<file path="config.mk">
export PLATFORM = sky130hd
export DESIGN_NAME = trig_mode_ctrl
export DESIGN_NICKNAME = d
export VERILOG_FILES = /design/src/rtl/trig_pkg.sv /design/src/rtl/trig_debounce.sv /design/src/rtl/trig_pick.sv /design/src/rtl/trig_mode_ctrl.sv
export SDC_FILE = /design/constraint.sdc
export NUM_CORES = 1
export LEC_CHECK = 0
export CELL_PAD_IN_SITES_DETAIL_PLACEMENT = 0
export CELL_PAD_IN_SITES_GLOBAL_PLACEMENT = 2
export CORE_UTILIZATION = 37
export CTS_CLUSTER_SIZE = 14
export DETAILED_ROUTE_END_ITERATION = 16
export PLACE_DENSITY_LB_ADDON = 0.1
export SLEW_MARGIN = 20
export SYNTH_ARGS = -nofsm -noshare
export SYNTH_HDL_FRONTEND = slang
export SYNTH_SLANG_ARGS = --single-unit
</file>
<file path="constraint.sdc">
create_clock -name clk -period 3.8 [get_ports clk]
set_input_delay 0.57 -clock clk [delete_from_list [all_inputs] [get_ports clk]]
set_output_delay 0.57 -clock clk [all_outputs]
set_load 0.02 [all_outputs]
</file>
<file path="src/rtl/trig_pkg.sv">
package trig_pkg;
  typedef enum logic [1:0] {
    CMD_NONE    = 2'b00,
    CMD_PLAY    = 2'b01,
    CMD_STOP    = 2'b10,
    CMD_RESTART = 2'b11
  } cmd_e;
endpackage

</file>
<file path="src/rtl/trig_debounce.sv">
module trig_debounce #(
  parameter int FAST_TICKS = 1,
  parameter int SLOW_TICKS = 96
) (
  input  logic clk,
  input  logic rst,
  input  logic raw,
  input  logic tick,
  input  logic use_slow,
  output logic level,
  output logic rise,
  output logic fall
);
  localparam int CW = $clog2(SLOW_TICKS + 2);
  localparam logic [CW-1:0] FAST_W = CW'(FAST_TICKS);
  localparam logic [CW-1:0] SLOW_W = CW'(SLOW_TICKS);

  logic [1:0]    sync_q;
  logic          stab_q;
  logic [CW-1:0] cnt_q;
  logic [CW-1:0] thr;

  assign thr = use_slow ? SLOW_W : FAST_W;

  always_ff @(posedge clk) begin
    if (rst) begin
      sync_q <= '0;
      stab_q <= 1'b0;
      cnt_q  <= '0;
      rise   <= 1'b0;
      fall   <= 1'b0;
    end else begin
      sync_q <= {sync_q[0], raw};
      rise   <= 1'b0;
      fall   <= 1'b0;
      if (sync_q[1] == stab_q) begin
        cnt_q <= '0;
      end else if (tick) begin
        if (cnt_q + 1'b1 >= thr) begin
          stab_q <= sync_q[1];
          cnt_q  <= '0;
          rise   <= sync_q[1];
          fall   <= ~sync_q[1];
        end else begin
          cnt_q <= cnt_q + 1'b1;
        end
      end
    end
  end

  assign level = stab_q;

  // the filtered value never moves on a cycle without a tick
  p_tick_gate_r2: assert property (@(posedge clk) disable iff (rst)
    !tick |=> $stable(stab_q));
endmodule

</file>
<file path="src/rtl/trig_pick.sv">
module trig_pick #(
  parameter int N  = 5,
  parameter int IW = $clog2(N)
) (
  input  logic [N-1:0]  req,
  output logic          any,
  output logic [IW-1:0] idx
);
  always_comb begin
    any = 1'b0;
    idx = '0;
    for (int i = 0; i < N; i++) begin
      if (req[i]) begin
        any = 1'b1;
        idx = IW'(i);
      end
    end
  end
endmodule

</file>
<file path="src/rtl/trig_mode_ctrl.sv">
module trig_mode_ctrl
  import trig_pkg::*;
#(
  parameter int N_IN       = 5,
  parameter int FAST_TICKS = 1,
  parameter int SLOW_TICKS = 96,
  localparam int IW        = $clog2(N_IN)
) (
  input  logic            clk,
  input  logic            rst,
  input  logic [N_IN-1:0] trig_raw,
  input  logic            tick,
  input  logic [N_IN-1:0] cfg_level,
  input  logic [N_IN-1:0] cfg_hold,
  input  logic [N_IN-1:0] cfg_retrig,
  input  logic [N_IN-1:0] cfg_slow,
  input  logic [N_IN-1:0] cfg_loop,
  input  logic [N_IN-1:0] cfg_last_key,
  input  logic [N_IN-1:0] cfg_force,
  input  logic            player_busy,
  input  logic            sent_done,
  output logic [1:0]      cmd,
  output logic [IW-1:0]   cmd_idx,
  output logic            loop_flag
);
  logic [N_IN-1:0] deb_lvl, deb_rise, deb_fall;
  logic [N_IN-1:0] force_now, eff_slow, eff_retrig;
  logic            rescue_q;
  logic            active_q;
  logic [IW-1:0]   owner_q;
  cmd_e            cmd_q, n_cmd;
  logic [IW-1:0]   idx_q;
  logic            loop_q;
  logic            win_any;
  logic [IW-1:0]   win;

  assign force_now  = cfg_force & {N_IN{player_busy & ~rescue_q}};
  assign eff_slow   = cfg_slow | force_now;
  assign eff_retrig = cfg_retrig | force_now;

  for (genvar g = 0; g < N_IN; g++) begin : g_line
    trig_debounce #(.FAST_TICKS(FAST_TICKS), .SLOW_TICKS(SLOW_TICKS)) u_deb (
      .clk(clk), .rst(rst), .raw(trig_raw[g]), .tick(tick),
      .use_slow(eff_slow[g]), .level(deb_lvl[g]),
      .rise(deb_rise[g]), .fall(deb_fall[g])
    );
  end

  trig_pick #(.N(N_IN), .IW(IW)) u_pick (
    .req(deb_rise), .any(win_any), .idx(win)
  );

  logic          preempt, same, own_repeat, clr_flag;
  logic          n_act, n_loop;
  logic [IW-1:0] n_own, n_idx;

  assign preempt = win_any & active_q & (win != owner_q) & cfg_last_key[win];
  assign same    = win_any & active_q & (win == owner_q);
  assign own_repeat = (cfg_level[owner_q] & deb_lvl[owner_q]) |
                      (cfg_loop[owner_q] & (~cfg_hold[owner_q] | deb_lvl[owner_q]));

  always_comb begin
    n_cmd    = CMD_NONE;
    n_act    = active_q;
    n_own    = owner_q;
    n_idx    = idx_q;
    n_loop   = loop_q;
    clr_flag = same & cfg_force[win] & player_busy & rescue_q;
    if ((win_any && !active_q) || preempt) begin
      n_cmd  = CMD_PLAY;
      n_act  = 1'b1;
      n_own  = win;
      n_idx  = win;
      n_loop = cfg_loop[win];
    end else if (active_q && deb_fall[owner_q] && cfg_hold[owner_q]) begin
      n_cmd  = CMD_STOP;
      n_act  = 1'b0;
      n_idx  = owner_q;
      n_loop = 1'b0;
    end else if (same && eff_retrig[win]) begin
      n_cmd = CMD_RESTART;
      n_idx = win;
    end else if (sent_done && active_q) begin
      if (own_repeat) begin
        n_cmd = CMD_RESTART;
        n_idx = owner_q;
      end else begin
        n_act  = 1'b0;
        n_loop = 1'b0;
      end
    end
  end

  always_ff @(posedge clk) begin
    if (rst) begin
      rescue_q <= 1'b1;
      active_q <= 1'b0;
      owner_q  <= '0;
      cmd_q    <= CMD_NONE;
      idx_q    <= '0;
      loop_q   <= 1'b0;
    end else begin
      if (!player_busy)  rescue_q <= 1'b1;
      else if (clr_flag) rescue_q <= 1'b0;
      active_q <= n_act;
      owner_q  <= n_own;
      cmd_q    <= n_cmd;
      idx_q    <= n_idx;
      loop_q   <= n_loop;
    end
  end

  assign cmd       = cmd_q;
  assign cmd_idx   = idx_q;
  assign loop_flag = loop_q;

  // a stop is only issued while a sentence was owned
  p_stop_active_r5: assert property (@(posedge clk) disable iff (rst)
    (cmd_q == CMD_STOP) |-> $past(active_q));
  // a restart is only issued while a sentence was owned
  p_restart_active_r7: assert property (@(posedge clk) disable iff (rst)
    (cmd_q == CMD_RESTART) |-> $past(active_q));
  // the reported index always names an existing line
  p_idx_range_r8: assert property (@(posedge clk) disable iff (rst)
    (cmd_q != CMD_NONE) |-> (int'(idx_q) < N_IN));
  // the rescue flag is raised again after any idle cycle
  p_flag_idle_r10: assert property (@(posedge clk) disable iff (rst)
    $rose(player_busy) |-> rescue_q);
endmodule

</file>
==> results of run 1 <==
[power breakdown]
group          switching (W)  leakage, nW  total, W  internal (W)
sequential         0.0000133        0.575  0.000769      0.000756
combinational      0.0000900         1.09  0.000177     0.0000872
clock               0.000316        0.120  0.000747      0.000432
[final timing paths]
kind / cells past startpoint / startpoint / end / slack (ps)
hold reg to reg: 1 / g_line[1].u_deb.sync_q[0] / g_line[1].u_deb.sync_q[1] / 440
hold / removal: 1 / g_line[1].u_deb.sync_q[0] / g_line[1].u_deb.sync_q[1] / 440
setup / recovery: 12 / player_busy / g_line[1].u_deb.cnt_q[0] / 840
setup reg to reg: 9 / g_line[1].u_deb.cnt_q[2] / g_line[1].u_deb.cnt_q[0] / 1220
[Yosys cell counts, drive strengths merged, types with 3 or more instances]
library cell | instances | area, um^2
nor2b | 19 | 119
mux2 | 5 | 56.3
o211ai | 4 | 30.0
a31oi | 28 | 175
o2111ai | 3 | 26.3
nor3b | 10 | 75.1
and3 | 10 | 62.6
nand2 | 41 | 161
mux2i | 4 | 40.0
clkbuf | 31 | 116
nor4 | 21 | 138
xnor2 | 11 | 96.3
nand2b | 9 | 56.3
dfxtp | 71 | 1420
a311o | 5 | 51.3
ha | 20 | 250
nand3 | 14 | 70.1
a41oi | 8 | 70.1
o31ai | 5 | 37.5
nand4b | 9 | 85.1
nor4b | 22 | 193
nor3 | 12 | 60.1
a21oi | 26 | 134
o21ai | 20 | 100
nor2 | 27 | 101
o311ai | 6 | 52.6
a22o | 10 | 87.6
buf | 6 | 42.5
mux4 | 5 | 116
o21a | 9 | 75.1
xor2 | 5 | 43.8
a211oi | 4 | 40.0
inv | 6 | 22.5
[per-layer routing]
layer,vias up,share of wire [%],global-route usage [%]
li1,2002,-,-
met1,1875,51,27.0
met2,89,43,30.0
met3,10,4.5,5.05
met4,0,1.2,6.13
met5,-,0,0
[per-stage QoR]
stage | setup slack, ps | power, W | cell area, um^2 | hold slack, ps | instances
after floorplan | 1230 | 0.000879 | 4360 | 414 | 503
after global placement | 660 | 0.000961 | 4930 | 426 | 667
after detailed placement | 512 | 0.000962 | 4930 | 426 | 667
after CTS | 856 | 0.00172 | 5190 | 440 | 681
after global routing | 596 | 0.00176 | 5190 | 458 | 681
final | 837 | 0.00169 | 5190 | 435 | 681
[sequential cells by signal, summed over array words and instances (netlist names)]
register / count
g_line.u_deb.sync_q: 10
rescue_q: 1
owner_q: 3
g_line.u_deb.fall: 5
g_line.u_deb.level: 5
cmd_idx: 3
active_q: 1
g_line.u_deb.rise: 5
g_line.u_deb.cnt_q: 35
loop_flag: 1
cmd: 2
[worst reg2reg max path: stages (launching register included)]
cell,delay (ps)
sky130_fd_sc_hd__dfxtp_1,410
sky130_fd_sc_hd__and3_1,280
sky130_fd_sc_hd__and3_1,250
sky130_fd_sc_hd__xor2_1,200
sky130_fd_sc_hd__ha_1,260
sky130_fd_sc_hd__o21a_1,100
sky130_fd_sc_hd__o21ai_1,120
sky130_fd_sc_hd__buf_4,190
sky130_fd_sc_hd__nor4b_1,460
sky130_fd_sc_hd__mux2_2,250
[layout make-up]
class | instances | area share (%)
clock inverter | 4 | 0.482
clock buffer | 10 | 4.41
sequential | 71 | 27.4
multi-input combinational | 389 | 53.1
tap | 143 | 3.45
inverter | 6 | 0.434
timing repair buffer | 58 | 10.7
[cells by family (layout without fill, tap and decap cells)]
kind of cell | after synthesis | after routing
AO/OA/AOI/OAI | 138 | 138
XOR/XNOR | 16 | 16
adder cells (fa/ha/maj) | 20 | 20
flip-flops | 71 | 71
buffers and inverters | 43 | 78
AND/OR/NAND/NOR | 201 | 201
multiplexers | 14 | 14
==> results.md, run 1 <==
Drt:
- The final antenna-violating net count is 0.
- Dividing the detail-routed wire length by the instance count gives 17.2 um.
- The first TritonRoute pass finished after 4 iterations.
- The DRC violation total after the first TritonRoute iteration is 227.
- For this block, the routed nets add up to approximately 12000 um of wire.
- For this run, design rule violations remaining after detail routing come to 0.
- The via-per-instance ratio is just under 6.
- For this block, the via count after detailed routing is 3976.

Run:
- Across the run, the number of max-cap violations was 0.

Setup path:
- The critical path goes through clkdlybuf4s50_1, nor2b_1, buf_4, a21oi_1, ha_1, nor2_1, nand2_1, o21a_1, o21ai_1, buf_4, nor4b_1, mux2_2.
- The kind of start point of the critical path is a primary input.
- The cell family contributing the most delay on the critical path is buffers and inverters.
- Among the stages of the critical path, the cell type that occurs most often is sky130_fd_sc_hd__buf_4.
- Data arrives at the worst endpoint at 3240 ps.
- The delay contributed by the slowest stage of the critical path is between 400 and 500 ps.
- Of all nets on the critical path, the largest fanout is 12.
- STA classifies the critical path endpoint as a flop.
- The highest-delay cell along the critical path is sky130_fd_sc_hd__nor4b_1.
- The worst endpoint required time is 4080 ps.
- The critical path start-end classification is primary input to flop.
- Together, buffers and inverters on the worst path number 3.

Clock tree:
- Clock-pin slew was measured on the worst setup and hold paths at 60 ps.
- Clock tree synthesis inserted a total of 9 buffers.
- The H-tree generated during clock tree synthesis spans 3 levels.
- For this design, the sink count on the clock tree is 71.
- The library cell used as clock root buffer is sky130_fd_sc_hd__clkbuf_16.
- The count of hold-fix buffers inserted at cts is 0.
- No sink is reached through more buffers than the 2 on the longest clock path.
- The setup fix buffers added after clock tree synthesis is 0.
- The post-cts repair resize count is 0.
- The worst-skew pair later-pin latency is 340 ps.
- The TritonCTS clock tree is done.

Die:
- The starting density of the core is 38.0%.
- The floorplan step defined a core boundary enclosing 0.0115 mm^2.
- The vertical extent of the die is 111 um.
- The area enclosed by the die boundary is ~0.012 mm^2.
- The count of pins on the block boundary is slightly above 50.
- The floorplan has 39 rows.
- The floorplan step set the die width to 111 um.

Power and ir drop:
- The power per cell area is 326 mW/mm^2.
- The peak ir drop on the vdd network is 232 uV.
- In this run the static leakage power is 1.78 nW.

STA:
- The worst setup skew after layout is roughly 5.2 ps.
- The tightest slew margin relative to the limit is between 30% and 40%.
- Dividing the final minimum period by the clock period gives just under 80%.
- For the finished layout, the period the worst path requires is 2960 ps.
- For the pin with the worst max-slew slack, the measured transition is between 800 and 900 ps.
- Setup repair after global routing left no endpoint under its margin.
- The final max-slew violation count is 0.
- Based on the critical path, the design can be clocked at up to 338 MHz.
- The total setup violations reported at the end of the flow is 0.
- The hold violation count in the final report came to 0.
- The sum of negative setup slack is 0 ps.

Logic synthesis:
- The most used flip-flop cell after synthesis is sky130_fd_sc_hd__dfxtp_1.
- Of the synthesized area, sequential elements account for 32.6%.
- The total of flip-flops plus latches after synthesis is roughly 70.
- Summing the areas of all fa, ha and maj instances in the mapped netlist gives between 5 and 6% of the synthesized area.
- The number of distinct library cells after synthesis is 59.
- The synthesized net count is 568.
- The share of synthesized area spent on multiplexers is 4.88%.
- During synthesis, Yosys emitted a total of 0 warnings.
- After Yosys synthesis, XOR and XNOR cells account for 3.21% of the synthesized area.
- After synthesis the cells add up to around 0.0044 mm^2.
- The fraction of synthesis flops using an asynchronous set or reset pin is 0%.
- The number of enable-type register cells in the synthesized netlist is 0.
- The compound-cell area share of the yosys netlist is 22.4%.
- The post-synthesis share of cell area spent on and, or, nand and nor gates is 27.0%.
- A synthesized cell averages ~8.7 um^2.
- By area, the combinational part of the netlist is dominated by simple AND/OR/NAND/NOR gates.
- After technology mapping, the gate count stands at slightly above 500.

Outcome:
- The flow ran to the end, and the final reports show no timing, DRC or antenna violations.

Finish:
- The synthesis-to-layout area growth is 19.0%.
- Measured on the finished design, the core utilization comes to 45.2%.
- The filler cells instantiated in the layout total roughly 1.1k.
- The number of antenna diodes is 0.
- In the layout the commonest cells are sky130_fd_sc_hd__dfxtp_1, sky130_fd_sc_hd__clkdlybuf4s50_1, sky130_fd_sc_hd__nand2_1.
- The most frequent standard cell in the layout excluding fill and tap cells is sky130_fd_sc_hd__dfxtp_1.
- Registers take 0.00142 mm^2.
- The fraction of layout cells with a size suffix above 1 is 8.74%.
- The layout net count is 600.
- Summing all multi-input logic gate instances after layout gives 0.00276 mm^2.

Global route:
- The first-pass GRT wire length is 19500 um.
- The number of antenna violations at the first check in global routing is 0.
- Entering global routing, the biggest net connects 55 pins.
- The aggregate global-route resource usage is approximately a fifth.
- The via count of the first global-routing pass is 3835.
- The total overflow left after global routing is 0.

Placement:
- After legalization and detailed placement, the total HPWL measured between 8000 and 9000 um.
- In this run the tool buffered the top-level ports with 50 buffer cells.
- The congestion estimate from routability-driven global placement came to 0.807.

Worst hold path:
- In this run the worst hold path is classified as flop to flop.
No activity file was read; power rests on OpenSTA's default activity.
==> run 2: changes to the inputs <==
- CORE_UTILIZATION: 37 -> 34
- clock period: 3.8 -> 3 ns (I/O delays scaled with it)
==> run 2 against run 1 <==
Compared with the run above:
- clock skew grew 0.90 ps
- final area grew 3.2%
- clock-buffer cell count grew 2
- sequential share of layout area shrank 0.85 points
- critical path depth is the same
- sequential power grew 27%
==> results.md, run 2 (synthesis results as in run 1) <==
Clock tree:
- The count of hold-fix buffers inserted at cts is 0 (unchanged).
- The count of clock tree sinks was 71 (unchanged).
- The post-cts repair resize count is 0 (unchanged).
- The library cell used as clock root buffer is sky130_fd_sc_hd__clkbuf_16 (unchanged).
- The buffer levels on the longest clock path is 2 (unchanged).
- The number of buffers created by CTS is 9 (unchanged).
- The TritonCTS clock tree is done (unchanged).
- The setup fix buffers added after clock tree synthesis is 0 (unchanged).
- The worst-skew pair later-pin latency is 340 ps (about the same).
- The post-CTS clock slew at the launch and capture registers of the worst setup and hold paths is 60 ps (about the same).
- The maximum level of the CTS H-tree is 3 (unchanged).

Global route:
- The first-pass GRT wire length is 19400 um (was 19500 um).
- The total overflow reported by the global router is 0 (unchanged).
- The number of antenna violations at the first check in global routing came to 0 (unchanged).
- The aggregate global-route resource usage came to 18.7% (was 19.6%).
- The met3 track utilization from global routing is 3.43% (was 5.05%).
- The most crowded layer after global routing is met2 (unchanged).
- The maximum number of pins on one net before global-route repair was 55 (unchanged).
- The met2 routing resource usage after global routing is 27.6% (was 30.0%).
- The met1 global-route usage is 26.8% (was 27.0%).
- The via count of the first global-routing pass is 3725 (was 3835).

Setup path:
- The delay contributed by the slowest stage of the critical path is 490 ps (was 460 ps).
- The dominant delay contributor by cell family on the critical path is buffers and inverters (unchanged).
- The kind of end point of the critical path is a flop (unchanged).
- The worst endpoint required time is 3280 ps (was 4080 ps).
- The most common cell type on the critical path was sky130_fd_sc_hd__buf_4 (unchanged).
- The maximum fanout count along the critical path is 10 (was 12).
- The critical path data arrival time came to 2880 ps (was 3240 ps).
- The kind of start point of the critical path is a primary input (unchanged).
- The highest-delay cell along the critical path is sky130_fd_sc_hd__clkdlybuf4s50_1 (was sky130_fd_sc_hd__nor4b_1).
- The total buffers and inverters traversed by the critical path is 3 (unchanged).
- The critical path start-end classification is primary input to flop (unchanged).
- Critical path, cell by cell: clkdlybuf4s50_1, nor2b_1, buf_4, a21oi_1, buf_4, ha_1, nor2_1, nand2_1, o21a_1, o21ai_1, nor4b_1, mux2_2 (was clkdlybuf4s50_1, nor2b_1, buf_4, a21oi_1, ha_1, nor2_1, nand2_1, o21a_1, o21ai_1, buf_4, nor4b_1, mux2_2).

STA:
- The sum of negative setup slack is 0 ps (unchanged).
- The fmax is 384 MHz.
- The hold violation count in the final report is 0 (unchanged).
- The final max-slew violation count was 0 (unchanged).
- The post-route clock period utilization is ~87%.
- The tightest slew margin relative to the limit is 39.8% (was 39.6%).
- The worst setup skew after layout is 6.08 ps (was 5.18 ps).
- The total setup violations reported at the end of the flow came to 0 (unchanged).
- The minimum clock period after layout is between 2000 and 3000 ps.
- Unrepaired setup endpoints after global routing: false (unchanged).
- The slew at the pin closest to its max-slew limit was 897 ps (was 899 ps).

Finish:
- The register containing the most flip-flops in the final layout is g_line.u_deb.cnt_q (unchanged).
- Commonest cells after routing, fill and taps aside: sky130_fd_sc_hd__dfxtp_1, sky130_fd_sc_hd__clkdlybuf4s50_1, sky130_fd_sc_hd__nand2_1 (unchanged).
- The layout net count is 615 (was 600).
- The synthesis-to-layout area growth is 22.8% (was 19.0%).
- Biggest registers after layout: g_line.u_deb.cnt_q: 35 flops, g_line.u_deb.sync_q: 10 flops (unchanged).
- The number of antenna diodes is 0 (unchanged).
- The non-filler instance count after layout is 723 (was 681).
- The fraction of layout cells with a size suffix above 1 is 11.5% (was 8.74%).
- The most frequent standard cell in the layout excluding fill and tap cells is sky130_fd_sc_hd__dfxtp_1 (unchanged).
- The number of flip-flops in the largest register is 35 (unchanged).

Die:
- The width of the chip is 115 um (was 111 um).
- The starting density of the core came to 35.6% (was 38.0%).
- The row count is 40 (was 39).
- The area enclosed by the die boundary came to 0.0133 mm^2 (was 0.0122 mm^2).
- The vertical extent of the die is 115 um (was 111 um).
- The count of pins on the block boundary is 51 (unchanged).
- The core footprint is 0.0123 mm^2 (was 0.0115 mm^2).

Drt:
- The remaining design rule violation count is 0 (unchanged).
- The DRC violation total after the first TritonRoute iteration is 301 (was 227).
- The iteration count of the initial detailed-routing pass is 5 (was 4).
- The via-per-instance ratio is 5.59 (was 5.84).
- The final antenna-violating net count is 0 (unchanged).
- The detail-routed net length per standard cell is 16.3 um (was 17.2 um).
- The via count of the routed design was 4040 (was 3976).
- The total wire length after detailed routing is 11800 um (was 11700 um).

Placement:
- The final RePlAce weighted congestion is 0.771 (was 0.807).
- The total of buffers placed on input and output ports is 50 (unchanged).
- The HPWL after detailed placement was 8410 um (was 8100 um).
- The total placed cells including tap cells is 707 (was 667).

Power and ir drop:
- The internal power of the cells is 0.00168 W (was 0.00128 W).
- The fraction of power spent switching nets was 24.5% (was 24.7%).
- The leakage power figure came to 1.88 nW (was 1.78 nW).
- The power per cell area is 414 mW/mm^2 (was 326 mW/mm^2).
- The peak ir drop on the vdd network is 231 uV (was 232 uV).
- The share of power burned in the clock network is 45.5% (was 44.1%).
- The power spent charging and discharging nets is 0.000543 W (was 0.000419 W).
- The part of the power in combinational logic is 10.6% (was 10.5%).
- The share of total power in sequential cells came to 43.9% (was 45.4%).

Worst hold path:
- The class of the most critical hold timing path is flop to flop (unchanged).

Outcome:
- Status: completed (unchanged).

Run:
- The max-capacitance violation count came to 0 (unchanged).
-- run 2: final cells by class --
cell class / count / area [um^2]
flip-flops and latches: 71 / 1420
clock buffers: 12 / 256
clock inverters: 4 / 20.0
multi-input cells: 389 / 2760
repair buffers: 73 / 668
fillers: 1243 / 6910
well taps: 168 / 210
inverters: 6 / 22.5
-- run 2: per-stage QoR --
step                setup slack (ps)  cell area (um^2)  util, %  total power, W  hold slack, ps
floorplan                        549              4360        -         0.00111             414
global placement                96.6              5080     41.4         0.00123             420
detailed placement              45.7              5080     41.4         0.00123             440
CTS                              398              5360     43.7         0.00225             453
global route                     222              5360     43.7         0.00232             459
finish                           398              5360     43.7         0.00222             447
-- run 2: routing by layer --
layer,share of wire [%],up-vias
met5,0,-
met2,43,84
li1,-,2044
met1,51,1899
met3,4.5,13
met4,1.5,0
-- run 2: path summary, 6_finish.rpt --
check | startpoint | depth (start not counted) | end | slack (ps)
setup / recovery | player_busy | 12 | g_line[3].u_deb.cnt_q[0] | 400
hold / removal | g_line[1].u_deb.sync_q[0] | 1 | g_line[1].u_deb.sync_q[1] | 450
setup reg to reg | g_line[2].u_deb.rise | 7 | cmd_idx[1] | 470
hold reg to reg | g_line[1].u_deb.sync_q[0] | 1 | g_line[1].u_deb.sync_q[1] | 450
-- run 2: power by group through the flow --
stage / logic, W / clock network [W] / registers (W)
3_5_place_dp: 0.000233 / 0 / 0.000994
6_report: 0.000235 / 0.00101 / 0.000974
5_1_grt: 0.000255 / 0.00109 / 0.000976
4_1_cts: 0.000235 / 0.00105 / 0.000973
3_3_place_gp: 0.000233 / 0 / 0.000994
2_1_floorplan: 0.000123 / 0 / 0.000991
